File: src/rtl/irqc_pkg.sv
// Package irqc_pkg
// Shared source codes and vector arithmetic for the interrupt controller.
// Assumes the source index order 0..4 is trap, R75, R65, R55, general.
package irqc_pkg;

    localparam int NSRC  = 5;
    localparam int VEC_W = 16;
    localparam int SRC_W = 3;

    typedef enum logic [SRC_W-1:0] {
        SRC_NONE = 3'd0,
        SRC_TRAP = 3'd1,
        SRC_R75  = 3'd2,
        SRC_R65  = 3'd3,
        SRC_R55  = 3'd4,
        SRC_GEN  = 3'd5
    } src_e;

    // Restart slot of each vectored source; zero means no vector.
    function automatic int src_slot(input int idx);
        case (idx)
            0:       return 4;
            1:       return 7;
            2:       return 6;
            3:       return 5;
            default: return 0;
        endcase
    endfunction

    // Vector address: slot times spacing plus half a spacing.
    function automatic logic [VEC_W-1:0] src_vector(input int idx, input int spacing);
        int slot;
        slot = src_slot(idx);
        if (slot == 0) return '0;
        return VEC_W'(slot * spacing + spacing / 2);
    endfunction

endpackage

File: src/rtl/irqc_edge_latch.sv
// Module irqc_edge_latch
// Captures a registered rising edge of a synchronous request into a latch.
// With NEED_LEVEL set, the latch drops whenever the input falls, and the
// pending output is further qualified by the live input (trap behaviour).
// Assumes sig_in is synchronous to clk. A rise wins over clr_in.
module irqc_edge_latch #(
    parameter bit NEED_LEVEL = 1'b0
) (
    input  logic clk,
    input  logic rst_n,
    input  logic sig_in,
    input  logic clr_in,
    output logic pend_out
);

    logic prev_q;
    logic armed_q;
    logic rise;

    assign rise = sig_in & ~prev_q;

    // Remember the previous sample for edge detection.
    always_ff @(posedge clk) begin
        if (!rst_n) prev_q <= 1'b0;
        else        prev_q <= sig_in;
    end

    // Arm on a rising edge; disarm on clear or, when required, on a low input.
    always_ff @(posedge clk) begin
        if (!rst_n)                              armed_q <= 1'b0;
        else if (rise)                           armed_q <= 1'b1;
        else if (clr_in || (NEED_LEVEL && !sig_in)) armed_q <= 1'b0;
    end

    generate
        if (NEED_LEVEL) begin : g_level_qual
            assign pend_out = armed_q & sig_in;
        end else begin : g_latch_only
            assign pend_out = armed_q;
        end
    endgenerate

endmodule

File: src/rtl/irqc_enable_regs.sv
// Module irqc_enable_regs
// Holds the per-source restart mask bits and the global enable flag.
// Assumes ie_set and ie_clr are not raised together. Acceptance wins.
module irqc_enable_regs #(
    parameter int NMASK = 3
) (
    input  logic             clk,
    input  logic             rst_n,
    input  logic             cfg_we,
    input  logic [NMASK-1:0] cfg_mask,
    input  logic             ie_set,
    input  logic             ie_clr,
    input  logic             accept,
    output logic [NMASK-1:0] mask_q,
    output logic             ie_q
);

    // Mask bits reset to all-masked and load from the write port.
    always_ff @(posedge clk) begin
        if (!rst_n)      mask_q <= '1;
        else if (cfg_we) mask_q <= cfg_mask;
    end

    // Global enable: acceptance clears first, then the software strobes.
    always_ff @(posedge clk) begin
        if (!rst_n)      ie_q <= 1'b0;
        else if (accept) ie_q <= 1'b0;
        else if (ie_set) ie_q <= 1'b1;
        else if (ie_clr) ie_q <= 1'b0;
    end

endmodule

File: src/rtl/irqc_resolver.sv
// Module irqc_resolver
// Fixed-priority one-hot grant; index 0 is the highest priority.
// Purely combinational; assumes req is already qualified.
module irqc_resolver #(
    parameter int N = 5
) (
    input  logic [N-1:0] req,
    output logic [N-1:0] grant,
    output logic         any
);

    logic [N:0] above;

    assign above[0] = 1'b0;

    generate
        for (genvar i = 0; i < N; i++) begin : g_chain
            assign grant[i]   = req[i] & ~above[i];
            assign above[i+1] = above[i] | req[i];
        end
    endgenerate

    assign any = above[N];

endmodule

File: src/rtl/irq_prio_ctrl.sv
// Module irq_prio_ctrl
// Top of the prioritized vectored interrupt controller. Qualifies five
// sources, resolves the winner at the query edge and registers a one-cycle
// acceptance result with source code, vector and acknowledge pulses.
// Assumes all inputs are synchronous to clk.
module irq_prio_ctrl
    import irqc_pkg::*;
#(
    parameter int VEC_SPACING = 8
) (
    input  logic             clk,
    input  logic             rst_n,
    input  logic             trap_in,
    input  logic             r75_in,
    input  logic             r65_in,
    input  logic             r55_in,
    input  logic             gen_in,
    input  logic             query,
    input  logic             cfg_we,
    input  logic [2:0]       cfg_mask,
    input  logic             cfg_clr75,
    input  logic             ie_set,
    input  logic             ie_clr,
    output logic             acc_valid,
    output logic [SRC_W-1:0] acc_src,
    output logic [VEC_W-1:0] acc_vec,
    output logic             inta,
    output logic             pc_hold,
    output logic             ie_flag
);

    localparam int IDX_TRAP = 0;
    localparam int IDX_R75  = 1;
    localparam int IDX_R65  = 2;
    localparam int IDX_R55  = 3;
    localparam int IDX_GEN  = NSRC - 1;

    logic [NSRC-1:0]  req;
    logic [NSRC-1:0]  grant;
    logic             any_req;
    logic             accept;
    logic             trap_pend;
    logic             r75_pend;
    logic [2:0]       mask_q;
    logic             ie_q;
    logic [SRC_W-1:0] win_src;
    logic [VEC_W-1:0] win_vec;

    assign accept = query & any_req;

    irqc_edge_latch #(.NEED_LEVEL(1'b1)) u_trap (
        .clk      (clk),
        .rst_n    (rst_n),
        .sig_in   (trap_in),
        .clr_in   (accept & grant[IDX_TRAP]),
        .pend_out (trap_pend)
    );

    irqc_edge_latch #(.NEED_LEVEL(1'b0)) u_r75 (
        .clk      (clk),
        .rst_n    (rst_n),
        .sig_in   (r75_in),
        .clr_in   ((accept & grant[IDX_R75]) | (cfg_we & cfg_clr75)),
        .pend_out (r75_pend)
    );

    irqc_enable_regs #(.NMASK(3)) u_en (
        .clk      (clk),
        .rst_n    (rst_n),
        .cfg_we   (cfg_we),
        .cfg_mask (cfg_mask),
        .ie_set   (ie_set),
        .ie_clr   (ie_clr),
        .accept   (accept),
        .mask_q   (mask_q),
        .ie_q     (ie_q)
    );

    // Qualify each source with its mask and the global enable.
    always_comb begin
        req           = '0;
        req[IDX_TRAP] = trap_pend;
        req[IDX_R75]  = r75_pend & ~mask_q[2] & ie_q;
        req[IDX_R65]  = r65_in   & ~mask_q[1] & ie_q;
        req[IDX_R55]  = r55_in   & ~mask_q[0] & ie_q;
        req[IDX_GEN]  = gen_in   & ie_q;
    end

    irqc_resolver #(.N(NSRC)) u_res (
        .req   (req),
        .grant (grant),
        .any   (any_req)
    );

    // Encode the one-hot grant into a source code and vector.
    always_comb begin
        win_src = SRC_NONE;
        win_vec = '0;
        for (int i = 0; i < NSRC; i++) begin
            if (grant[i]) begin
                win_src = SRC_W'(i + 1);
                win_vec = src_vector(i, VEC_SPACING);
            end
        end
    end

    // Register the acceptance result as a one-cycle pulse.
    always_ff @(posedge clk) begin
        if (!rst_n) begin
            acc_valid <= 1'b0;
            acc_src   <= SRC_NONE;
            acc_vec   <= '0;
            inta      <= 1'b0;
            pc_hold   <= 1'b0;
        end else begin
            acc_valid <= accept;
            acc_src   <= accept ? win_src : SRC_NONE;
            acc_vec   <= accept ? win_vec : '0;
            inta      <= accept & grant[IDX_GEN];
            pc_hold   <= accept & grant[IDX_GEN];
        end
    end

    assign ie_flag = ie_q;

endmodule

File: config.mk
export PLATFORM = sky130hd
export DESIGN_NAME = irq_prio_ctrl
export DESIGN_NICKNAME = d
export VERILOG_FILES = /design/src/rtl/irqc_pkg.sv /design/src/rtl/irqc_edge_latch.sv /design/src/rtl/irqc_enable_regs.sv /design/src/rtl/irqc_resolver.sv /design/src/rtl/irq_prio_ctrl.sv
export SDC_FILE = /design/constraint.sdc
export NUM_CORES = 1
export LEC_CHECK = 0
export BUFFER_PORTS_ARGS = -buffer_cell sky130_fd_sc_hd__buf_2
export CORE_MARGIN = 2
export CORE_UTILIZATION = 40
export CTS_BUF_LIST = sky130_fd_sc_hd__clkbuf_2 sky130_fd_sc_hd__clkbuf_4 sky130_fd_sc_hd__clkbuf_8
export DETAILED_ROUTE_END_ITERATION = 8
export HOLD_SLACK_MARGIN = 0.08
export PLACE_DENSITY_LB_ADDON = 0.15
export SLEW_MARGIN = 20
export SYNTH_ARGS = -nofsm -noshare
export SYNTH_HDL_FRONTEND = slang
export SYNTH_SLANG_ARGS = --single-unit
File: constraint.sdc
create_clock -name clk -period 1.2 [get_ports clk]
set_clock_uncertainty 0.05 [all_clocks]
set_input_delay 0.18 -clock clk [delete_from_list [all_inputs] [get_ports clk]]
set_output_delay 0.18 -clock clk [all_outputs]
set_load 0.01 [all_outputs]
[Yosys cells after proc, flatten, opt, wreduce, memory -nomap -nowiden]
Cells that the tools add are included.
W data, S select, Z words.
Operators by class
  equality and inequality tests: 0
  $mul: 0
  mux-type cells: 41
  reduce and logical (&&, ||, !) cells: 13
  bitwise operators: 35
  divide/modulo/power cells: 0
  add/sub/neg operators: 5
  order comparisons: 0
  shift-type cells: 0
Operator list (count)
  $mux W16: 15
  $logic_not A32 Y1: 5
  $mux W32: 5
  $add A16 B4 Y16 const B: 5
  $and A1 B1 Y1: 19
  $mux W1: 17
  $mux W3: 4
  $not A1 Y1: 11
  $reduce_bool A2 Y1: 3
  $or A1 B1 Y1: 5
  $reduce_or A4 Y1: 1
  $reduce_and A2 Y1: 1
  $reduce_or A2 Y1: 1
  $logic_not A1 Y1: 1
  $logic_or A1 B1 Y1: 1
Storage, ports and cells
  flip-flop bits (word level): 29
  latch bits: 0
  memories: 0
  output and inout bits: 23
  bits in read-only memories: 0
  bits in writable memories: 0

[Longest topological paths before layout]
  depth in word-level cells: 14
  gate-level depth with buffers: 4

[Cells and area by module]
A second synthesis with hierarchy kept.
Second synthesis, totals
  cells, all modules: 79
  area total of the unflattened synthesis: 753.2 um2
By module, submodules not included
  irq_prio_ctrl: area each 414.1 um2, cells each 47, times used 1
  irqc_enable_regs: area each 141.4 um2, cells each 13, times used 1
  irqc_edge_latch at u_trap: area each 72.6 um2, cells each 6, times used 1
  irqc_edge_latch at u_r75: area each 70.1 um2, cells each 6, times used 1
  irqc_resolver: area each 55.1 um2, cells each 7, times used 1

[Worst setup path before layout]
No wires, ideal clock.
  path kind: register -> register
  from: register u_r75.armed_q, in the netlist u_r75.pend_out
  to: register acc_src[0]
  data required time: 1.025 ns
  slack: 0.058 ns
  arrival: 0.967 ns
  stages on the path, launching flop included: 5
  cell sequence: dfxtp_1 > nor2b_2 > o41ai_4 > a21oi_2 > a21boi_1
Between the ends
  cells in the longest elaborated chain, start to end: 8
  elaborated cells between the ends (all ways): 19
  classes of those cells: mux: 4; bitwise: 14; reduce/logical: 1
Ends and longest elaborated chain
  start: declaration: RTL line irqc_edge_latch.sv:17  | logic armed_q;
  start signal: assignment: RTL line irqc_edge_latch.sv:30  | if (!rst_n) armed_q <= 1'b0;
  start signal: assignment: RTL line irqc_edge_latch.sv:31  | else if (rise) armed_q <= 1'b1;
  start signal: assignment: RTL line irqc_edge_latch.sv:32  | else if (clr_in || (NEED_LEVEL && !sig_in)) armed_q <= 1'b0;
  $and A1 B1 Y1 * (2 in a row): RTL line irq_prio_ctrl.sv:83  | req[IDX_R75] = r75_pend & ~mask_q[2] & ie_q;
  $or A1 B1 Y1: RTL line irqc_resolver.sv:19  | assign above[i+1] = above[i] | req[i];
  $or A1 B1 Y1 / $not A1 Y1 (equally long branches): RTL line irqc_resolver.sv:19, irqc_resolver.sv:18
  $or A1 B1 Y1, or another cell as far along (2 in a row): RTL line irqc_resolver.sv:19
  $and A1 B1 Y1, or another cell as far along: RTL line irq_prio_ctrl.sv:49  | assign accept = query & any_req;
  $reduce_and A2 Y1 (no source line) / $mux W3 (equally long branches)
  end signal: assignment: RTL line irq_prio_ctrl.sv:117  | acc_src <= accept ? win_src : SRC_NONE;
  end: declaration: RTL line irq_prio_ctrl.sv:25  | output logic [SRC_W-1:0] acc_src,
Mark *: on every way between the ends. The rest lies on a longest branch, timed or not.
A chain may end at the register's enable or synchronous reset.

[Worst setup path after layout]
Same ends and word-level chain as after synthesis.

==> metrics <==
biggest area contributors in the synthesized netlist sky130_fd_sc_hd__dfxtp_1 (45%), sky130_fd_sc_hd__buf_4 (15%), sky130_fd_sc_hd__nand2_1 (4.8%); Critical Path Source Type flop; vias in the first global route 511; synthesis-to-finish area growth 29.3%; I/O pin count 38; Hold Crit Class in -> reg; synthesized instance count 75; peak clock frequency supported by timing 862 MHz; vias after detailed routing 565; post-synthesis instance area 704 µm²; largest area contributor in the synthesized netlist sky130_fd_sc_hd__dfxtp_1; CTS root buf sky130_fd_sc_hd__clkbuf_4; Placed Instance Area 805 µm²; main flop type after synthesis sky130_fd_sc_hd__dfxtp_1; die height 46.0 µm; crit end category flop; Post-synth EDFFs 0; count of antenna diodes in the layout 0; result of the run finished clean; Port Buffer Count 25; number of nets at the end of the flow 124; number of rows created at floorplan 15; Final Hold Viols 0; Starting Density 0.417; maximum root-to-sink buffer count 2; worst setup margin 0.0393 ns; critical path class reg -> reg; worst setup slack before clock tree synthesis 0.00744 ns; Commonest cells post-synth sky130_fd_sc_hd__dfxtp_1 (16), sky130_fd_sc_hd__buf_4 (14), sky130_fd_sc_hd__nand2_1 (9), sky130_fd_sc_hd__a21oi_1 (5), sky130_fd_sc_hd__o21ai_0 (4); cell type group with the largest total delay on the critical path compound AO/OA/AOI/OAI gates; pin count of the biggest net entering global routing 10; peak fanout along the critical path 3; Sequential Area 327 µm²; setup_tns 0 ns; number of vias per cell after detailed routing 4.52; number of distinct library cells after synthesis 25; Detailed Route Iter0 Violations 8; total number of yosys warnings 0; first-pass GRT wire length 1.90 mm; Worst Path Required 1.33 ns; clock sink total 16; final period demand of the worst path 1.16 ns; register area share after synthesis 0.455; post-placement cell count 116; clock tree from TritonCTS done; area taken by multi-input logic gates 319 µm²; number of buffers added by the clock tree synthesis step 3; cell-by-cell listing of the critical path nor2b_4 > o41ai_4 > a21oi_2 > a21boi_1; number of antenna violations at the first check in global routing 0; overall global routing resource usage 0.124; final-layout fill cell count 184; arrival time of the worst setup path 1.29 ns; CTS H-tree lvls 1; final instance area 911 µm²; overall routed net length 1.24 mm; antenna-violating nets left 0; Die Area 2110 µm²; post-layout total power 1.06 mW; #FFs+latches synth 16; Clk pin slew, worst setup/hold paths 0.09 ns; max-cap violation count 0; critical path buffer and inverter count 0; count of TritonRoute iterations in the first routing pass 4; average footprint of a synthesized cell 9.39 µm²; ratio of final minimum period to clock period 0.967; final number of setup-violating endpoints 0; total power per unit cell area 1160 nW/µm²; Std-Cell Core Area 1690 µm²; Pleak 0.446 nW; critical-path cell with the highest stage delay sky130_fd_sc_hd__dfxtp_2; share of final-layout standard cells stronger than drive strength 1 0.398; remaining global-route overflow 0; final HPWL from detailed placement 919 µm; fraction of post-synthesis cell area in the top cell type by area 0.455; Synth async-reset ratio 0; DRC violations left 0; GP Congestion 0.767; VDD IR max 580 µV; max-slew violation count 0; Horiz. Die Dim 46.0 µm; count of placed standard cells in the final layout, fillers left out 125; setup repair after global routing missed its margin yes; worst-skew pair later-pin latency 0.28 ns; leading cell type by number of instances after synthesis sky130_fd_sc_hd__dfxtp_1; average wire per standard cell 9.91 µm; largest stage delay on the critical path 0.34 ns
worst reg2reg max path, stage by stage, from the launching register on:
cell                       delay [ns]
sky130_fd_sc_hd__dfxtp_2         0.34
sky130_fd_sc_hd__nor2b_4         0.13
sky130_fd_sc_hd__o41ai_4         0.32
sky130_fd_sc_hd__a21oi_2         0.10
sky130_fd_sc_hd__a21boi_1        0.13
repair_timing:
item | in CTS | in global routing
cloned | 0 | 0
buffers inserted | 0 | 0
endpoints found under the setup margin | 2 | 5
hold buffers | 5 | 0
endpoints found under the hold margin | 5 | 0
gates resized for setup | 3 | 7
stage by stage:
stage | utilization | hold slack, ns
finish | 0.539 | 0.0893
global route | 0.539 | 0.111
CTS | 0.532 | 0.0895
detailed placement | 0.476 | 0.338
global placement | 0.476 | 0.333
floorplan | - | 0.219
state kept, by name, indices dropped and copies added, names as in the netlist:
signal and count:
u_en.mask_q 3, acc_valid 1, u_r75.pend_out 1, acc_src 3, u_trap.prev_q 1, acc_vec 3, u_r75.prev_q 1, pc_hold 1
u_trap.armed_q 1, u_en.ie_q 1
cell type report:
type / count / share of cell area
Sequential cell: 16 / 0.359
Multi-Input combinational cell: 53 / 0.350
Timing Repair Buffer: 33 / 0.220
Clock buffer: 4 / 0.0398
Tap cell: 17 / 0.0234
Inverter: 2 / 0.00824
kinds of logic (layout without fill, tap and decap cells):
kind of cell	count (synthesis)	count (layout)	share of synthesized area
AND/OR/NAND/NOR	24	24	0.181
AO/OA/AOI/OAI	14	14	0.149
other	1	12	0.00532
buffers and inverters	17	39	0.167
multiplexers	3	3	0.0426
flip-flops	16	16	0.455
placed cells by master, fill, tap and decap left out, types with 3 or more instances in the layout:
cell type / n
sky130_fd_sc_hd__a21oi_1: 4
sky130_fd_sc_hd__buf_2: 24
sky130_fd_sc_hd__buf_4: 4
sky130_fd_sc_hd__clkbuf_4: 3
sky130_fd_sc_hd__conb_1: 12
sky130_fd_sc_hd__dfxtp_1: 11
sky130_fd_sc_hd__dfxtp_2: 5
sky130_fd_sc_hd__dlygate4sd3_1: 5
sky130_fd_sc_hd__mux2i_1: 3
sky130_fd_sc_hd__nand2_1: 8
sky130_fd_sc_hd__o21ai_0: 3
routing by layer:
layer / track usage / wire (µm)
met1: 0.147 / 547
met5: 0 / 0
met3: 0.0238 / 70
met4: 0.0514 / 0
met2: 0.214 / 622
final timing paths:
path             startpoint              to  slack [ns]  depth (start not counted)
max reg2reg  u_r75.pend_out      acc_src[0]        0.04                          4
max          u_r75.pend_out      acc_src[0]        0.04                          4
min reg2reg    u_r75.prev_q  u_r75.pend_out        0.37                          1
min                 trap_in   u_trap.prev_q        0.09                          2
report_power, final:
group	internal, mW	switching [mW]	leakage [nW]	total [mW]
Combinational	0.0706	0.0747	0.294	0.145
Clock	0.184	0.162	0.0210	0.346
Sequential	0.555	0.0152	0.131	0.570
Total	0.809	0.252	0.446	1.06
No activity file was read; power rests on OpenSTA's default activity.
